### config.mk
export PLATFORM = sky130hd
export DESIGN_NAME = txq_regs
export DESIGN_NICKNAME = d
export VERILOG_FILES = /design/src/rtl/txq_regs.sv
export SDC_FILE = /design/constraint.sdc
export NUM_CORES = 1
export LEC_CHECK = 0
export ABC_AREA = 1
export BUFFER_PORTS_ARGS = -buffer_cell sky130_fd_sc_hd__buf_2
export CAP_MARGIN = 20
export CORE_MARGIN = 4
export CORE_UTILIZATION = 49
export CTS_CLUSTER_SIZE = 25
export DETAILED_ROUTE_END_ITERATION = 7
export PLACE_DENSITY = 0.94
export SYNTH_ARGS = -nofsm -noshare
export SYNTH_HDL_FRONTEND = slang
export SYNTH_SLANG_ARGS = --single-unit
### constraint.sdc
create_clock -name clk -period 1.9 [get_ports clk]
set_input_delay 0.38 -clock clk [delete_from_list [all_inputs] [get_ports clk]]
set_output_delay 0.38 -clock clk [all_outputs]
set_load 0.1 [all_outputs]
### src/rtl/txq_regs.sv
module txq_regs #(
  parameter int AW = 4,
  parameter logic [AW-1:0] BASE_OFS = 0,
  parameter logic [AW-1:0] CTL_OFS = 1
) (
  input  logic          clk,
  input  logic          rst_n,
  input  logic          reg_wr,
  input  logic [AW-1:0] reg_addr,
  input  logic [31:0]   reg_wdata,
  output logic [31:0]   reg_rdata,
  input  logic          consume,
  input  logic          link_err,
  output logic          fetch_req,
  output logic [4:0]    fetch_idx,
  output logic [31:0]   ring_base,
  output logic          paused,
  output logic          abort_pulse
);
  logic [31:4] base_q;
  logic [4:0]  prod_q, cons_q, qlen_q;
  logic        en_q, stop_en_q, err_stop_q, abort_q;

  wire base_wr = reg_wr && (reg_addr == BASE_OFS);
  wire ctl_wr  = reg_wr && (reg_addr == CTL_OFS);
  wire full_wr = ctl_wr && !reg_wdata[31];
  wire q_reset = full_wr && reg_wdata[25];
  wire [4:0] len_nx = full_wr ? reg_wdata[20:16] : qlen_q;
  wire avail = prod_q != cons_q;

  always_ff @(posedge clk) begin
    if (!rst_n) begin
      base_q     <= '0;
      prod_q     <= '0;
      cons_q     <= '0;
      qlen_q     <= '0;
      en_q       <= 1'b0;
      stop_en_q  <= 1'b0;
      err_stop_q <= 1'b0;
      abort_q    <= 1'b0;
    end else begin
      if (base_wr) base_q <= reg_wdata[31:4];
      abort_q <= full_wr && reg_wdata[26];
      if (full_wr) begin
        qlen_q    <= reg_wdata[20:16];
        en_q      <= reg_wdata[24];
        stop_en_q <= reg_wdata[28];
      end
      if (q_reset) begin
        prod_q <= '0;
        cons_q <= '0;
      end else begin
        if (ctl_wr) prod_q <= reg_wdata[4:0] & len_nx;
        if (full_wr) cons_q <= cons_q & len_nx;
        else if (consume && avail) cons_q <= (cons_q + 5'd1) & qlen_q;
      end
      if (link_err && stop_en_q) err_stop_q <= 1'b1;
      else if (q_reset || (full_wr && reg_wdata[24])) err_stop_q <= 1'b0;
    end
  end

  assign paused      = !en_q || err_stop_q;
  assign fetch_req   = en_q && !err_stop_q && avail;
  assign fetch_idx   = cons_q;
  assign ring_base   = {base_q, 4'b0000};
  assign abort_pulse = abort_q;

  always_comb begin
    reg_rdata = '0;
    if (reg_addr == BASE_OFS) reg_rdata = ring_base;
    else if (reg_addr == CTL_OFS) begin
      reg_rdata[4:0]   = prod_q;
      reg_rdata[12:8]  = cons_q;
      reg_rdata[20:16] = qlen_q;
      reg_rdata[24]    = en_q;
      reg_rdata[28]    = stop_en_q;
      reg_rdata[29]    = paused;
      reg_rdata[30]    = avail;
    end
  end
endmodule

==> metrics.md <==
| Metric | Value |
|---|---|
| Root buffer cell | `clkbuf_8` |
| Die span in x | `76.4 um` |
| Hold Slack | `0.309 ns` |
| Startpoint Class | `register` |
| Reg clk slew, reported paths | `0.09 ns` |
| Nets@finish | `approximately 480` |
| Vias | `3044` |
| Ant diodes | `0` |
| Slew @ Worst Pin | `0.613 ns` |
| Pin count of the biggest net entering global routing | `50` |
| Count of cell types in the netlist | `26` |
| Crit end category | `output port` |
| Gr usage total | `31.8%` |
| Crit Path Category | `register to output port` |
| Drt wl/cell | `approximately 22 um` |
| Skew final | `approximately 0.001 ns` |
| Setup violators final | `2` |
| Min-delay src | `reg_wdata[1]` |
| Final Hold Fails | `0` |
| Die area | `around 0.006 sq mm` |
| Routed vias/inst | `6.19` |
| Pre-antenna DRT Iters | `6` |
| RePlAce Congestion | `0.893` |
| Number of global-route vias before repair | `2842` |
| Port bufs | `between 100 and 150` |
| Max Clk Rate | `0.509 GHz` |
| Commonest non-fill, non-tap cell in the layout | `buf_2` |
| Max Buffers Root-to-Sink | `2` |
| Worst Path Arrival | `1.58 ns` |
| DRT iter0 DRCs | `356` |
| Design Area, Final | `0.00408 sq mm` |
| P&R area growth vs syn | `77.9%` |
| VDD IR-drop max | `0.384 mV` |
| Number of max-cap violations | `0` |
| Share of cells above drive strength 1 | `52.7%` |
| Power Dens Cells | `567 mW/mm^2` |
| Initial Util | `51.6%` |
| Routed WL | `around 11000 um` |
| Avg Inst Size Synth | `7.14 sq um` |
| RSZ-0062 raised after global routing | `true` |
| Syn Inst Count | `between 300 and 400` |
| Commonest non-fill, non-tap cells in the layout | `buf_2, a21oi_1, inv_1, nand2_1, buf_12` |
| Final WS setup | `-0.0648 ns` |
| CTS Hold Bufs | `0` |
| YS warnings | `0` |
| Ratio of final minimum period to clock period | `103%` |
| H-tree Lvls | `2` |
| Hold Path Class | `input pin to register` |
| Worst Path Required | `about 1.5 ns` |
| Worst R2R End | `fetch_idx[4]` |
| Sequential area share after synthesis | `41.0%` |
| Relative slew slack | `59.1%` |
| Die height | `between 70 and 80 um` |
| Post-DRT Antenna Nets | `0` |
| Hpwl dp | `6290 um` |
| Cell area after synthesis | `roughly 0.0023 sq mm` |
| Sinks on the clock net | `47` |
| Min-Delay Path Depth | `3` |
| LEAKAGE | `~1.6 nW` |
| # IOs | `113` |
| Cell Area, Placed | `roughly 0.0038 sq mm` |
| Initial antenna violation count | `0` |
| CP Max Fanout | `3` |
| Worst r2r src | `fetch_idx[1]` |
| Clk_lat worst skew | `0.31 ns` |
| Max-slew violations | `0` |
| Status | `finished, violations left` |
| Failing checks | `negative setup slack` |
| TritonCTS buffer count | `5` |
| Yosys reg bits | `47` |
| Hold path endpoint | `prod_q[1]` |
| Final critical-path required period | `1.96 ns` |
| DRC violations left | `0` |
| Reg2reg setup slack | `roughly 0.11 ns` |
| First-pass GRT wire length | `14800 um` |
| Core ar. | `0.00444 sq mm` |
| Grt ovf | `0` |
| CTS tree | `yes` |
| Worst Reg2Reg Path Length in Cells | `8` |
| Placement Setup Slack | `-0.00736 ns` |
| Row Count | `24` |
## stage by stage
| step | util (%) | total power, mW | std cells | setup TNS [ns] |
|---|---|---|---|---|
| CTS | 89.1 | 2.26 | 486 | -0.00387 |
| global route | 91.8 | 2.36 | 492 | -0.333 |
| finish | 91.8 | 2.31 | 492 | -0.0746 |
| global placement | 85.4 | 1.50 | 473 | 0 |
| floorplan | - | 1.40 | 324 | -1.78 |
| detailed placement | 85.4 | 1.51 | 473 | -0.00736 |
## power breakdown
part,switching (mW),leakage (nW),internal [mW]
sequential,0.0196,0.399,1.00
clock,0.349,0.0524,0.394
combinational,0.407,1.20,0.138
## cell usage after synthesis
master     n  area [sq um]
inv_1     51           191
dfxtp_1   47           941
a21oi_1   46           230
nand2_1   46           173
nor2_1    24          90.1
o21ai_0   21           105
nand3_1   17          85.1
o22ai_1   14          87.6
o21ai_1   10          50.1
clkbuf_1   7          26.3
buf_6      6          67.6
buf_4      4          30.0
nand4_1    4          25.0
buf_2      3          15.0
inv_2      3          11.3
nand2_2    3          18.8
nor2_4     3          33.8
o21ai_2    3          26.3
o211ai_1   2          15.0
conb_1     1          3.75
ha_1       1          12.5
nand3_4    1          17.5
nor2b_1    1          6.26
nor4_2     1          12.5
xnor2_1    1          8.76
xor2_1     1          8.76
## logic make-up (layout without fill, tap and decap cells)
family / Yosys count / in the layout / share of synthesized area [%]
adders and majority gates: 1 / 1 / 0.546
xor gates and xnor gates: 2 / 2 / 0.764
and+or+nand+nor: 100 / 100 / 20.1
other: 1 / 4 / 0.164
buffers and inverters: 74 / 190 / 14.9
DFF: 47 / 47 / 41.0
AOI/OAI and AO/OA: 96 / 96 / 22.4
## registers in the layout, summed over array words and instances, names as in the netlist
name	flops
base_q	28
fetch_idx	5
prod_q	5
qlen_q	5
abort_pulse	1
en_q	1
err_stop_q	1
stop_en_q	1
## how the worst max path moves through the flow
| stage | from | endpoint | slack (ns) | depth (start not counted) |
|---|---|---|---|---|
| 2_1_floorplan | en_q | fetch_req | -0.12 | 4 |
| 3_3_place_gp | reg_addr[3] | reg_rdata[28] | 0.05 | 6 |
| 3_5_place_dp | reg_addr[3] | reg_rdata[10] | -0.007 | 6 |
| 4_1_cts | fetch_idx[3] | reg_rdata[30] | -0.004 | 8 |
| 5_1_grt | fetch_idx[1] | reg_rdata[30] | -0.13 | 8 |
| 6_report | fetch_idx[1] | reg_rdata[30] | -0.06 | 8 |
## timing repair
| action | CTS | global route |
|---|---|---|
| gates cloned | 0 | 2 |
| hold endpoints to repair | 0 | 0 |
| setup endpoints to repair | 3 | 15 |
| setup buffers | 5 | 4 |
| pin swaps | 1 | 7 |
| resized for setup | 7 | 12 |
## layer usage
metal | share of wire (%) | vias up | track usage [%]
met1 | 34 | 1403 | 35.5
met3 | 10 | 69 | 6.15
li1 | - | 1273 | -
met5 | 0 | - | 0
met4 | 7.1 | 0 | 21.2
met2 | 49 | 299 | 54.7
## area by class of cell
type	instances	area, sq um
clock buffer	7	76.3
clock inverter	1	30.0
fill	154	367
inverter	54	221
multi-input combinational	203	1400
sequential	47	998
tap	52	65.1
timing repair buffer	128	1290
## worst max-delay path, cell delays in order, from the launching register on
cell	delay, ns
dfxtp_4	0.38
clkinvlp_4	0.10
nand2_2	0.10
nand2_2	0.06
a21oi_2	0.13
nand3_2	0.14
inv_4	0.12
o22ai_4	0.07
buf_12	0.18
Power figures use the tool's default switching activity.
